===== src/rtl/cal_seq_pkg.sv =====
package cal_seq_pkg;

    typedef enum logic [0:0] {
        CAL_IDLE = 1'b0,
        CAL_RUN  = 1'b1
    } cal_phase_e;

    localparam int unsigned CAL_SYNC_STAGES = 2;

endpackage


===== src/rtl/cal_req_sync.sv =====
module cal_req_sync #(
    parameter int unsigned STAGES = cal_seq_pkg::CAL_SYNC_STAGES
) (
    input  logic clk_i,
    input  logic rst_ni,
    input  logic req_async_i,
    output logic req_sync_o
);
    logic [STAGES-1:0] chain_d, chain_q;

    generate
        if (STAGES == 1) begin : g_single
            always_comb chain_d = req_async_i;
        end else begin : g_multi
            always_comb chain_d = {chain_q[STAGES-2:0], req_async_i};
        end
    endgenerate

    always_ff @(posedge clk_i or negedge rst_ni) begin
        if (!rst_ni) chain_q <= '0;
        else         chain_q <= chain_d;
    end

    assign req_sync_o = chain_q[STAGES-1];
endmodule


===== src/rtl/cal_width_qual.sv =====
module cal_width_qual #(
    parameter int unsigned MIN_WIDTH = 4
) (
    input  logic clk_i,
    input  logic rst_ni,
    input  logic req_sync_i,
    input  logic busy_i,
    output logic accept_o
);
    localparam int unsigned HW = $clog2(MIN_WIDTH + 1);
    localparam logic [HW-1:0] HI_LAST = HW'(MIN_WIDTH - 1);

    typedef struct packed {
        logic          armed;
        logic [HW-1:0] hi_cnt;
    } qual_t;

    qual_t st_d, st_q;

    always_comb begin
        st_d     = st_q;
        accept_o = st_q.armed && req_sync_i && (st_q.hi_cnt == HI_LAST) && !busy_i;

        if (!req_sync_i)                st_d.hi_cnt = '0;
        else if (st_q.hi_cnt != HI_LAST) st_d.hi_cnt = st_q.hi_cnt + 1'b1;

        if (busy_i)           st_d.armed = 1'b0;
        else if (!req_sync_i) st_d.armed = 1'b1;
        else if (accept_o)    st_d.armed = 1'b0;
    end

    always_ff @(posedge clk_i or negedge rst_ni) begin
        if (!rst_ni) st_q <= '0;
        else         st_q <= st_d;
    end

    AST_ACCEPT_ON_HIGH: assert property (@(posedge clk_i) disable iff (!rst_ni)
        accept_o |-> $past(req_sync_i));
    AST_NO_RETRIGGER: assert property (@(posedge clk_i) disable iff (!rst_ni)
        accept_o |-> !$past(busy_i));
endmodule


===== src/rtl/cal_run_timer.sv =====
module cal_run_timer
    import cal_seq_pkg::*;
#(
    parameter int unsigned RUN_CYCLES  = 17400,
    parameter int unsigned STEP_CYCLES = 8
) (
    input  logic clk_i,
    input  logic rst_ni,
    input  logic start_i,
    output logic busy_o,
    output logic step_o,
    output logic done_o
);
    localparam int unsigned RW = $clog2(RUN_CYCLES);
    localparam int unsigned SW = $clog2(STEP_CYCLES);
    localparam logic [RW-1:0] RUN_LAST  = RW'(RUN_CYCLES - 1);
    localparam logic [SW-1:0] STEP_LAST = SW'(STEP_CYCLES - 1);

    typedef struct packed {
        cal_phase_e    phase;
        logic [RW-1:0] run_cnt;
        logic [SW-1:0] step_cnt;
        logic          done;
    } timer_t;

    timer_t st_d, st_q;

    always_comb begin
        st_d      = st_q;
        st_d.done = 1'b0;
        unique case (st_q.phase)
            CAL_IDLE: begin
                if (start_i) begin
                    st_d.phase    = CAL_RUN;
                    st_d.run_cnt  = RUN_LAST;
                    st_d.step_cnt = '0;
                end
            end
            CAL_RUN: begin
                if (st_q.run_cnt == '0) begin
                    st_d.phase    = CAL_IDLE;
                    st_d.done     = 1'b1;
                    st_d.step_cnt = '0;
                end else begin
                    st_d.run_cnt  = st_q.run_cnt - 1'b1;
                    st_d.step_cnt = (st_q.step_cnt == STEP_LAST) ? '0 : st_q.step_cnt + 1'b1;
                end
            end
            default: st_d.phase = CAL_IDLE;
        endcase
    end

    always_ff @(posedge clk_i or negedge rst_ni) begin
        if (!rst_ni) st_q <= '{phase: CAL_IDLE, run_cnt: '0, step_cnt: '0, done: 1'b0};
        else         st_q <= st_d;
    end

    assign busy_o = (st_q.phase == CAL_RUN);
    assign step_o = busy_o && (st_q.step_cnt == STEP_LAST);
    assign done_o = st_q.done;

    AST_RUN_NOT_CUT: assert property (@(posedge clk_i) disable iff (!rst_ni)
        (busy_o && st_q.run_cnt != '0) |=> busy_o);
    AST_DONE_SINGLE: assert property (@(posedge clk_i) disable iff (!rst_ni)
        done_o |=> !done_o);
    AST_DONE_ENDS_RUN: assert property (@(posedge clk_i) disable iff (!rst_ni)
        done_o |-> (!busy_o && $past(busy_o)));
endmodule


===== src/rtl/selfcal_sequencer.sv =====
module selfcal_sequencer #(
    parameter int unsigned MIN_WIDTH   = 4,
    parameter int unsigned RUN_CYCLES  = 17400,
    parameter int unsigned STEP_CYCLES = 8
) (
    input  logic clk_i,
    input  logic rst_ni,
    input  logic cal_req_i,
    output logic conv_ok_o,
    output logic cal_active_o,
    output logic cal_step_o,
    output logic cal_done_o
);
    logic req_sync;
    logic accept;
    logic busy;

    cal_req_sync #(
        .STAGES(cal_seq_pkg::CAL_SYNC_STAGES)
    ) u_sync (
        .clk_i      (clk_i),
        .rst_ni     (rst_ni),
        .req_async_i(cal_req_i),
        .req_sync_o (req_sync)
    );

    cal_width_qual #(
        .MIN_WIDTH(MIN_WIDTH)
    ) u_qual (
        .clk_i     (clk_i),
        .rst_ni    (rst_ni),
        .req_sync_i(req_sync),
        .busy_i    (busy),
        .accept_o  (accept)
    );

    cal_run_timer #(
        .RUN_CYCLES (RUN_CYCLES),
        .STEP_CYCLES(STEP_CYCLES)
    ) u_timer (
        .clk_i  (clk_i),
        .rst_ni (rst_ni),
        .start_i(accept),
        .busy_o (busy),
        .step_o (cal_step_o),
        .done_o (cal_done_o)
    );

    assign conv_ok_o    = !busy;
    assign cal_active_o = busy;

    AST_START_FROM_ACCEPT: assert property (@(posedge clk_i) disable iff (!rst_ni)
        $rose(busy) |-> $past(accept));
    AST_STEP_IN_RUN: assert property (@(posedge clk_i) disable iff (!rst_ni)
        cal_step_o |-> !conv_ok_o);
    AST_DONE_READY: assert property (@(posedge clk_i) disable iff (!rst_ni)
        cal_done_o |-> conv_ok_o);
endmodule


===== config.mk =====
export PLATFORM = sky130hd
export DESIGN_NAME = selfcal_sequencer
export DESIGN_NICKNAME = d
export VERILOG_FILES = /design/src/rtl/cal_seq_pkg.sv /design/src/rtl/cal_req_sync.sv /design/src/rtl/cal_width_qual.sv /design/src/rtl/cal_run_timer.sv /design/src/rtl/selfcal_sequencer.sv
export SDC_FILE = /design/constraint.sdc
export NUM_CORES = 1
export LEC_CHECK = 0
export BUFFER_PORTS_ARGS = -buffer_cell sky130_fd_sc_hd__buf_2
export CAP_MARGIN = 40
export CORE_ASPECT_RATIO = 0.7
export CORE_MARGIN = 4
export CORE_UTILIZATION = 30
export DETAILED_ROUTE_END_ITERATION = 12
export HOLD_SLACK_MARGIN = 0.02
export SLEW_MARGIN = 25
export SYNTH_ARGS = -nofsm -noshare
export SYNTH_HDL_FRONTEND = slang
export SYNTH_HIERARCHICAL = 1
export SYNTH_SLANG_ARGS = --single-unit

===== constraint.sdc =====
create_clock -name clk_i -period 2.6 [get_ports clk_i]
set_input_delay 0.65 -clock clk_i [delete_from_list [all_inputs] [get_ports clk_i]]
set_output_delay 0.65 -clock clk_i [all_outputs]
set_load 0.03 [all_outputs]

==> out/metrics.yaml, run 1 <==
yosys_warnings: 6
hold-worst-slack_ns: 0.363
ys_async_sr_fraction_pct: 100
via_per_inst: 5.42
nFillCells: 431
synth_fp_nets: 142
r2r-start: "u_timer/st_q[4]$_DFFE_PN0P_"
fin_nets: 151
crit_path_top_delay_cell: "nor4b_1"
p_int_mw: 1.07
end_kind: "register"
core_um2: 4430
slew_headroom_pct: 55.5
wirelength_um: 2940
holdPathEnd: "u_sync/chain_q[1]$_DFF_PN0_"
clk_pin_slew_ns: 0.09
fmax_mhz: 461
slowest_delay_ns: 0.45
hp-start: "u_sync/chain_q[0]$_DFF_PN0_"
grt_pass1_vias: 1085
std_cell_rows: 20
seq_power_share_pct: 43.5
area_growth_pct: 11.4
final_core_util_pct: 35.3
clkPwrFrac_pct: 18.8
insertion_delay_ns: 0.27
grt_max_degree: 27
cts-buffers-inserted: 3
hpwl_um: 2150
place_inst: 193
crit_start: "u_timer/st_q[4]$_DFFE_PN0P_"
grt_pass1_wl_um: 5150
crit_arrival_ns: 2.31
finalNonFillerCells: 197
wl_per_cell_um: 14.9
slew_violations: 0
synth_edf_count: 0
port_buffers: 6
tightest_slew_ns: 0.665
gp_congestion: 0.845
ys_seq_area_share_pct: 46.4
r2r_setup_slack_ns: 0.43
outcome: "finished clean"
switching_share_pct: 39.9
maxCapViolations: 0
antenna_found_initial: 0
crit_type: "register to register"
cts_root_buffer: "clkbuf_8"
first_pass_iters: 4
synthesis.area_um2: 1400
ys_ff_latch: 26
pin_count: 7
power_density_nw_per_um2: 1140
vias: 1068
cts_setup_buffers: 0
ctsResizeCount: 0
fin_skew_ns: 0.00290
overflow: 0
initial_core_util_pct: 31.6
path_max_fanout: 7
fp.dieArea_um2: 5850
fin_tns_setup_ns: 0
synth_cells: 134
layout-drive-gt1-share_pct: 19.0
r2r_end: "u_timer/st_q[5]$_DFFE_PN0P_"
fin_crit_ns: 2.17
power_frac_comb_pct: 37.7
hold_class: "register to register"
rsz0062_at_grt: "no"
fp.dieH_um: 65.2
p_sw_uw: 712
power.leakage_nw: 0.675
cts.sinks: 26
cts_tree: "built"
hold_depth: 0
syn_avg_cell_area_um2: 10.5
drtIter0Drc: 97
grt_usage_pct: 11.4
drc: 0
die_w_um: 89.7
startpoint_type: "register"
cts_hold_buf: 0
reg2reg_depth: 6
cp_cell_sequence: "inv_1 -> ha_1 -> nor4b_1 -> and4_1 -> nand2b_1 -> o221ai_1"
cts_buffer_depth: 2
setup_viol: 0
cts_max_level: 1
vdd_ir_drop_max_v: 0.000373
ant_nets: 0
post-route-period-util_pct: 83.5
cp.required_ns: 2.74
final_hold_viol_count: 0
synth_flop_cell: "dfrtp_1"
antenna_cells: 0
ys_types: 46
## metrics by stage
| step | worst slack, ns | power [mW] | cell area [um^2] |
|---|---|---|---|
| 2_1_floorplan | 0.613 | 1.26 | 1400 |
| 3_3_place_gp | 0.520 | 1.42 | 1490 |
| 3_5_place_dp | 0.484 | 1.45 | 1490 |
| 4_1_cts | 0.451 | 1.80 | 1560 |
| 5_1_grt | 0.280 | 1.93 | 1560 |
| 6_report | 0.430 | 1.79 | 1560 |
## power by group through the flow
stage / combinational (mW) / clock, mW / sequential [mW]
global placement: 0.645 / 0 / 0.772
global route: 0.752 / 0.368 / 0.806
CTS: 0.675 / 0.349 / 0.776
finish: 0.673 / 0.335 / 0.777
floorplan: 0.531 / 0 / 0.732
detailed placement: 0.669 / 0 / 0.784
## state kept, by name (all words and copies together) (netlist names)
register,count
u_timer/st_q,18
u_qual/st_q,4
u_sync/chain_q,2
u_timer/busy_o,1
u_timer/done_o,1
## kinds of logic after synthesis
group,count (synthesis),share of synthesized area (%)
simple gates,60,28.8
mux,4,2.86
xor+xnor,1,0.625
buf+inv,10,3.48
flops,26,46.4
compound gates,28,13.3
fa+ha+maj,5,4.46
## worst max path at each step
stage / depth (start not counted) / endpoint / slack [ns]
finish: 6 / u_timer/st_q[5]$_DFFE_PN0P_ / 0.43
global route: 7 / u_timer/st_q[8]$_DFFE_PN0P_ / 0.28
CTS: 6 / u_timer/st_q[5]$_DFFE_PN0P_ / 0.45
detailed placement: 7 / u_timer/st_q[8]$_DFFE_PN0P_ / 0.48
global placement: 6 / u_timer/st_q[5]$_DFFE_PN0P_ / 0.52
floorplan: 7 / u_timer/st_q[8]$_DFFE_PN0P_ / 0.61
## placed cells by master, fill, tap and decap left out, drive strengths merged, types with 2 or more instances in the layout
cell type | netlist | routed
a22o | 2 | 2
nand3b | 3 | 3
dfrtp | 26 | 26
a21oi | 6 | 6
and2 | 3 | 3
or2 | 3 | 3
a21o | 2 | 2
nand2b | 4 | 4
o221ai | 2 | 2
o21ai | 6 | 6
nor2 | 10 | 10
or3 | 2 | 2
ha | 5 | 5
nor4 | 5 | 5
inv | 5 | 5
nand3 | 2 | 2
nor3 | 4 | 4
o31ai | 3 | 3
buf | 4 | 8
nand4 | 3 | 3
nor2b | 3 | 3
clkbuf | 0 | 3
nand2 | 8 | 8
a31oi | 4 | 4
and4b | 2 | 2
mux2i | 4 | 4
and4 | 2 | 2
## final cells by class
class	instances	area, um^2	area share, %
clock buffers	3	41.3	2.64
flip-flops and latches	26	651	41.7
clock inverters	1	30.0	1.92
repair buffers	8	45.0	2.88
inverters	6	23.8	1.52
multi-input cells	98	702	45.0
well taps	55	68.8	4.41
## synth_stat cells, types with 4 or more instances
cell      instances  area [um^2]
a21oi_1           6         30.0
a31oi_1           4         25.0
dfrtp_1          26          651
ha_1              5         62.6
inv_1             5         18.8
mux2i_1           4         40.0
nand2_1           8         30.0
nand2b_1          4         25.0
nor2_1           10         37.5
nor3_1            4         20.0
o21ai_0           6         30.0
## routing by layer
layer / wire length (um) / track usage, % / vias up
li1: - / - / 509
met1: 1410 / 15.9 / 528
met2: 1380 / 17.6 / 29
met3: 127 / 2.76 / 2
met4: 27 / 3.16 / 0
met5: 0 / 0 / -
## worst max-delay path, delay by kind of cell, from the launching register on
family,cells,cell delay (ns)
and+or+nand+nor,3,1.14
DFF,1,0.44
adders and majority gates,1,0.23
AOI/OAI and AO/OA,1,0.16
buffers and inverters,1,0.08
Power figures use the tool's default switching activity.
==> inputs of run 2 (changes only) <==
--- a/config.mk
+++ b/config.mk
@@ -5,6 +5,7 @@
 export SDC_FILE = /design/constraint.sdc
 export NUM_CORES = 1
 export LEC_CHECK = 0
+export ABC_AREA = 1
 export BUFFER_PORTS_ARGS = -buffer_cell sky130_fd_sc_hd__buf_2
 export CAP_MARGIN = 40
 export CORE_ASPECT_RATIO = 0.7
==> constraint.sdc (replaced) <==
create_clock -name clk_i -period 1.7 [get_ports clk_i]
set_input_delay 0.425 -clock clk_i [delete_from_list [all_inputs] [get_ports clk_i]]
set_output_delay 0.425 -clock clk_i [all_outputs]
set_load 0.03 [all_outputs]
==> run 2 against run 1 <==
Against the previous run:
- sequential cell count unchanged
- highest routed layer unchanged
- critical endpoint is now cal_step_o
- synthesized area increased by 6.2%
- cell count increased by 47%
- utilization increased by 1.4 points
- worst hold slack got worse by 0.24 ns
==> out/metrics.yaml, run 2 <==
path_buf_inv: 2  # +1
antenna_found_initial: 0  # unchanged
largestRegisters: "u_timer/st_q (18), u_qual/st_q (4), u_sync/chain_q (2)"
place_inst: 280  # +45%
cts_buffer_depth: 2  # unchanged
crit_end: "cal_step_o"
drtIter0Drc: 79  # -19%
crit_path_top_delay_cell: "dfrtp_1"
final_hold_viol_count: 0  # unchanged
cpLargestDelayFamily: "flip-flops"
area_growth_pct: 17.8
synth_cells: 203  # +51%
rsz0062_at_grt: "yes"
grt_max_degree: 27  # unchanged
fmax_mhz: 603
maxCapViolations: 0  # unchanged
r2r_end: "u_timer/st_q[4]$_DFFE_PN0P_"
cts_hold_buf: 0  # unchanged
synth_most_common_cell: "nand2_1"
fp.dieArea_um2: 6170  # +5.5%
ys_types: 21  # -54%
ys_seq_area_share_pct: 43.7  # -2.7 points
fin_tns_setup_ns: 0  # unchanged
yosysTopAreaCellShare_pct: 43.7  # -2.7 points
final_cell_mix: "nand2_1 (54), nor2_1 (28), inv_1 (27)"
port_buffers: 6  # unchanged
via_per_inst: 4.42  # -18%
hold_class: "input pin to async pin"
end_kind: "output port"
hpwl_um: 2270  # +5.8%
ant_nets: 0  # unchanged
cts-buffers-inserted: 3  # unchanged
synth_flop_cell: "dfrtp_1"
core_um2: 4780  # +8.0%
slew_violations: 0  # unchanged
fp.dieH_um: 66.9  # +2.7%
met2WireLength_um: 1230  # -11%
fin_crit_ns: 1.66
ys_async_sr_fraction_pct: 100  # unchanged
fin_nets: 229  # +52%
ys_top_cells_by_count: "nand2_1 (55), inv_1 (30), nor2_1 (29), dfrtp_1 (26), nand3_1 (22)"
pin_count: 7  # unchanged
overflow: 0  # unchanged
power.leakage_nw: 0.892  # +32%
grt_pass1_wl_um: 5350  # +3.7%
reg2reg_depth: 8  # +2
first_pass_iters: 4  # unchanged
grt_usage_pct: 11.0  # -0.41 points
synthTopCellsByArea: "dfrtp_1 (44%), nand2_1 (14%), inv_1 (7.6%), nand3_1 (7.4%), nor2_1 (7.3%)"
m1WireLength_um: 1610  # +14%
layout_commonest_cell: "nand2_1"
vias: 1277  # +20%
slew_headroom_pct: 61.6  # +6.0 points
startpoint_type: "register"
slowest_delay_ns: 0.39  # -0.06 ns
layout-drive-gt1-share_pct: 17.7  # -1.3 points
path_max_fanout: 2  # -5
fin_skew_ns: 0.0110  # +0.00807 ns
cts.sinks: 26  # unchanged
wirelength_um: 3060  # +3.9%
regMostFlops: "u_timer/st_q"
cts_root_buffer: "clkbuf_8"
crit_type: "register to output port"
synth_top_cell_by_area: "dfrtp_1"
syn_avg_cell_area_um2: 7.33  # -30%
cts_max_level: 1  # unchanged
wl_per_cell_um: 10.6  # -29%
outcome: "finished clean"
r2r-start: "u_timer/st_q[4]$_DFFE_PN0P_"
clk_pin_slew_ns: 0.10  # about the same
topRoutingLayerUsed: "met4"
synth_edf_count: 0  # unchanged
antenna_cells: 0  # unchanged
synthesis.area_um2: 1490  # +6.2%
cp.required_ns: 1.27  # -1.47 ns
ys_ff_latch: 26  # unchanged
cp_cell_sequence: "ha_2 -> ha_4 -> nand2_2 -> inv_2 -> buf_6"
largest_reg_flops: 18  # unchanged
crit_start: "u_timer/st_q[2]$_DFFE_PN0P_"
yosys_warnings: 6  # unchanged
drc: 0  # unchanged
wl_met3_um: 191  # +50%
finalNonFillerCells: 289  # +47%
r2r_setup_slack_ns: 0.16  # -0.27 ns
power_mw: 2.65  # +48%
crit_arrival_ns: 1.23  # -1.08 ns
cts_tree: "built"
post-route-period-util_pct: 97.5
gp_congestion: 0.831  # -1.6%
std_cell_rows: 21  # +5.0%
setup_viol: 0  # unchanged
synth_fp_nets: 211  # +49%
power_density_nw_per_um2: 1510  # +32%
grt_pass1_vias: 1114  # +2.7%
vdd_ir_drop_max_v: 0.000490  # +31%
initial_core_util_pct: 31.1  # -0.53 points
tightest_slew_ns: 0.576  # -0.0893 ns
die_w_um: 92.2  # +2.8%
worstSetupPathDepth: 5  # -1
insertion_delay_ns: 0.28  # about the same
==> run 2: worst min-delay path by stage <==
stage	cells past startpoint	slack [ns]	endpoint
3_5_place_dp	0	0.34	u_sync/chain_q[1]$_DFF_PN0_
5_1_grt	1	0.19	u_timer/done_o$_DFF_PN0_
4_1_cts	1	0.15	u_timer/st_q[12]$_DFFE_PN0P_
6_report	1	0.13	u_timer/st_q[12]$_DFFE_PN0P_
3_3_place_gp	0	0.33	u_sync/chain_q[1]$_DFF_PN0_
2_1_floorplan	0	0.13	u_qual/st_q[0]$_DFFE_PN0P_
==> run 2: logic make-up after synthesis <==
| kind of cell | count (synthesis) | share of synthesized area (%) |
|---|---|---|
| XOR/XNOR | 5 | 2.94 |
| AND/OR/NAND/NOR | 120 | 35.0 |
| adder cells (fa/ha/maj) | 5 | 4.21 |
| AO/OA/AOI/OAI | 14 | 5.13 |
| flip-flops | 26 | 43.7 |
| buffers and inverters | 33 | 9.00 |
==> run 2: metrics by stage <==
| step | setup slack [ns] | utilization, % | area [um^2] | hold slack, ns |
|---|---|---|---|---|
| final | 0.0425 | 36.7 | 1750 | 0.127 |
| after CTS | 0.00761 | 35.4 | 1690 | 0.155 |
| after global routing | -0.0123 | 36.7 | 1750 | 0.189 |
| after detailed placement | -0.00681 | 33.9 | 1620 | 0.343 |
| after global placement | -0.00773 | 33.9 | 1620 | 0.333 |
| after floorplan | 0.117 | - | 1490 | 0.129 |
==> run 2: what timing repair did <==
item,CTS,global route
cloned,0,0
buffers inserted,1,4
pin swaps,0,4
setup endpoints to repair,3,13
resized for setup,5,9
==> run 2: power by group <==
part	switching, mW	internal (mW)
logic	0.801	0.468
clock network	0.204	0.207
registers	0.160	0.808
total	1.16	1.48
==> run 2: per-layer routing <==
layer | track usage, % | up-vias
met5 | 0 | -
met4 | 2.78 | 0
met3 | 3.05 | 4
met2 | 15.8 | 27
met1 | 16.1 | 584
li1 | - | 662
==> run 2: cell type report <==
| type | count | area, um^2 |
|---|---|---|
| fill | 520 | 3030 |
| timing repair buffer | 16 | 111 |
| sequential | 26 | 652 |
| tap | 69 | 86.3 |
| inverter | 30 | 113 |
| multi-input combinational | 144 | 736 |
| clock buffer | 4 | 55.1 |
==> run 2: worst reg2reg max path: cells and delay by family (launching register included) <==
kind            cells  cell delay [ns]
compound gates      1             0.07
fa+ha+maj           1             0.22
buf+inv             2             0.21
flops               1             0.40
simple gates        4             0.51
==> inputs of run 3 (changes only) <==
--- a/config.mk
+++ b/config.mk
@@ -5,7 +5,6 @@
 export SDC_FILE = /design/constraint.sdc
 export NUM_CORES = 1
 export LEC_CHECK = 0
-export ABC_AREA = 1
 export BUFFER_PORTS_ARGS = -buffer_cell sky130_fd_sc_hd__buf_2
 export CAP_MARGIN = 40
 export CORE_ASPECT_RATIO = 0.7
==> run 3 against run 2 <==
Against the previous run:
- the run now ends with setup timing left
- worst hold slack improved by 0.017 ns
- clock power grew 25%
- first-iteration DRC count up 19%
- sequential cell count unchanged
- cell count fell by 21%
- fmax down 8.3%
- clock skew down 0.0070 ns
- largest power group unchanged
==> out/metrics.yaml, run 3 (synthesized netlist as in run 1, its figures left out) <==
outcome: "complete, but fails checks"
violations: "setup timing"
end_kind: "register"
grt_max_degree: 27  # unchanged
startpoint_type: "register"
fin_crit_ns: 1.81  # +0.151 ns
hold_class: "input pin to async pin"
seq_area_um2: 652  # unchanged
port_buffers: 6  # unchanged
grt_use_met1_pct: 17.4  # +1.3 points
timing.final.ws_setup_ns: -0.108  # -0.151 ns
nFillCells: 390  # -25%
crit_arrival_ns: 1.96  # +0.73 ns
cts-buffers-inserted: 3  # unchanged
p_int_mw: 2.14  # +45%
regMostFlops: "u_timer/st_q"
cts_max_level: 1  # unchanged
pin_count: 7  # unchanged
p_sw_mw: 1.42  # +22%
maxCapViolations: 0  # unchanged
power_frac_comb_pct: 52.5  # +4.6 points
crit_type: "register to register"
postLayoutCellArea_um2: 2010  # +15%
insertion_delay_ns: 0.27  # about the same
fp.dieArea_um2: 5850  # -5.2%
power_mw: 3.56  # +34%
std_cell_rows: 20  # -4.8%
grt_use_met2_pct: 18.7  # +2.9 points
first_pass_iters: 4  # unchanged
grt_usage_pct: 12.4  # +1.4 points
cts_root_buffer: "clkbuf_8"
ant_nets: 0  # unchanged
gp_congestion: 0.844  # +1.5%
use_met3_pct: 3.38  # +0.34 points
rsz0062_at_grt: "yes"
drtIter0Drc: 94  # +19%
largestRegisters: "u_timer/st_q (18), u_qual/st_q (4), u_sync/chain_q (2)"
cp.required_ns: 1.86  # +0.59 ns
grt_pass1_wl_um: 5610  # +4.9%
fp.dieH_um: 65.2  # -2.6%
final_cell_mix: "buf_4 (28), dfrtp_1 (25), nand2_1 (8)"
largest_reg_flops: 18  # unchanged
slew_violations: 0  # unchanged
drc: 0  # unchanged
fin_nets: 182  # -21%
pre_cts_ws_ns: -0.101  # -0.0946 ns
multiInputGateArea_um2: 895  # +22%
clk_pin_slew_ns: 0.09  # about the same
fin_tns_setup_ns: -0.545  # -0.545 ns
busiest_layer: "met2"
die_w_um: 89.7  # -2.7%
wirelength_um: 3420  # +12%
antenna_found_initial: 0  # unchanged
switching_share_pct: 39.8  # -4.2 points
slew_headroom_pct: 60.5  # -1.1 points
cts_tree: "built"
fin_skew_ns: 0.00397  # -0.00699 ns
layout_commonest_cell: "buf_4"
hold-worst-slack_ns: 0.144  # +0.0174 ns
final_hold_viol_count: 0  # unchanged
post-route-period-util_pct: 106  # +8.9 points
core_um2: 4430  # -7.4%
layout-drive-gt1-share_pct: 50.3  # +33 points
setup_viol: 11  # +11
vdd_ir_drop_max_v: 0.000658  # +34%
cts.sinks: 26  # unchanged
power.leakage_nw: 0.867  # -2.9%
fmax_mhz: 553  # -8.3%
path_max_fanout: 4  # +2
seq_power_share_pct: 33.0  # -3.6 points
overflow: 0  # unchanged
antenna_cells: 0  # unchanged
cts_buffer_depth: 2  # unchanged
tightest_slew_ns: 0.593  # +0.0169 ns
vias: 1193  # -6.6%
grt_pass1_vias: 1125  # +0.99%
via_per_inst: 5.23  # +18%
placed_area_um2: 1700  # +4.9%
wl_per_cell_um: 15.0  # +42%
clkPwrFrac_pct: 14.4  # -1.1 points
hpwl_um: 2420  # +6.6%
initial_core_util_pct: 31.6  # +0.53 points
power_density_nw_per_um2: 1770  # +17%
area_growth_pct: 43.7
==> run 3: changes by cell type in the layout (fill, tap and decap cells not counted), moves of 6 or more <==
cell and delta:
buf_4 +18, nor2_1 -21, o21ai_0 -6, nand3_1 -21, inv_1 -24, nand2_1 -46
==> run 3: layout make-up <==
type / count / share of cell area [%]
inverter: 6 / 1.18
sequential: 26 / 32.4
clock buffer: 3 / 2.05
multi-input combinational: 98 / 44.4
clock inverter: 1 / 1.49
timing repair buffer: 39 / 15.0
tap: 55 / 3.42
==> run 3: layer usage <==
layer	vias to the layer above	share of wire, %
li1	573	-
met1	588	48
met2	30	47
met3	2	4.8
met4	0	0.53
met5	-	0
==> run 3: worst paths after layout <==
| check | cells after the start | end | slack (ns) | start |
|---|---|---|---|---|
| setup / recovery | 7 | u_timer/st_q[8]$_DFFE_PN0P_ | -0.11 | u_qual/st_q[1]$_DFFE_PN0P_ |
| setup reg to reg | 7 | u_timer/st_q[8]$_DFFE_PN0P_ | -0.11 | u_qual/st_q[1]$_DFFE_PN0P_ |
| min in group clk_i | 1 | u_sync/chain_q[0]$_DFF_PN0_ | 0.25 | cal_req_i |
| hold / removal | 1 | u_timer/st_q[14]$_DFFE_PN0P_ | 0.14 | rst_ni |
| max in group asynchronous | 1 | u_timer/busy_o$_DFF_PN0_ | 1.13 | rst_ni |
| hold reg to reg | 0 | u_sync/chain_q[1]$_DFF_PN0_ | 0.36 | u_sync/chain_q[0]$_DFF_PN0_ |
==> run 3: repair_timing <==
action,4_1_cts,5_1_grt
hold buffers,0,0
pin swaps,6,14
buffers inserted,3,6
resized for setup,13,30
setup endpoints to repair,15,17
==> run 3: worst max-delay path, cell delays in order (launching register included) <==
cell	delay, ns
dfrtp_1	0.42
ha_4	0.18
ha_4	0.15
and4b_2	0.24
or2_4	0.24
nand3_2	0.09
nor3_2	0.04
or3b_1	0.34
==> run 3: per-stage QoR <==
step / std cells / util, %
after CTS: 222 / 41.3
final: 228 / 45.5
after global placement: 215 / 38.4
after global routing: 228 / 45.5
after detailed placement: 215 / 38.4
after floorplan: 134 / -
==> run 3: power groups by stage <==
| stage | registers, mW | logic, mW | clock network [mW] |
|---|---|---|---|
| 2_1_floorplan | 1.13 | 0.870 | 0 |
| 3_3_place_gp | 1.12 | 1.38 | 0 |
| 3_5_place_dp | 1.14 | 1.44 | 0 |
| 4_1_cts | 1.13 | 1.55 | 0.537 |
| 5_1_grt | 1.22 | 2.04 | 0.570 |
| 6_report | 1.17 | 1.87 | 0.514 |
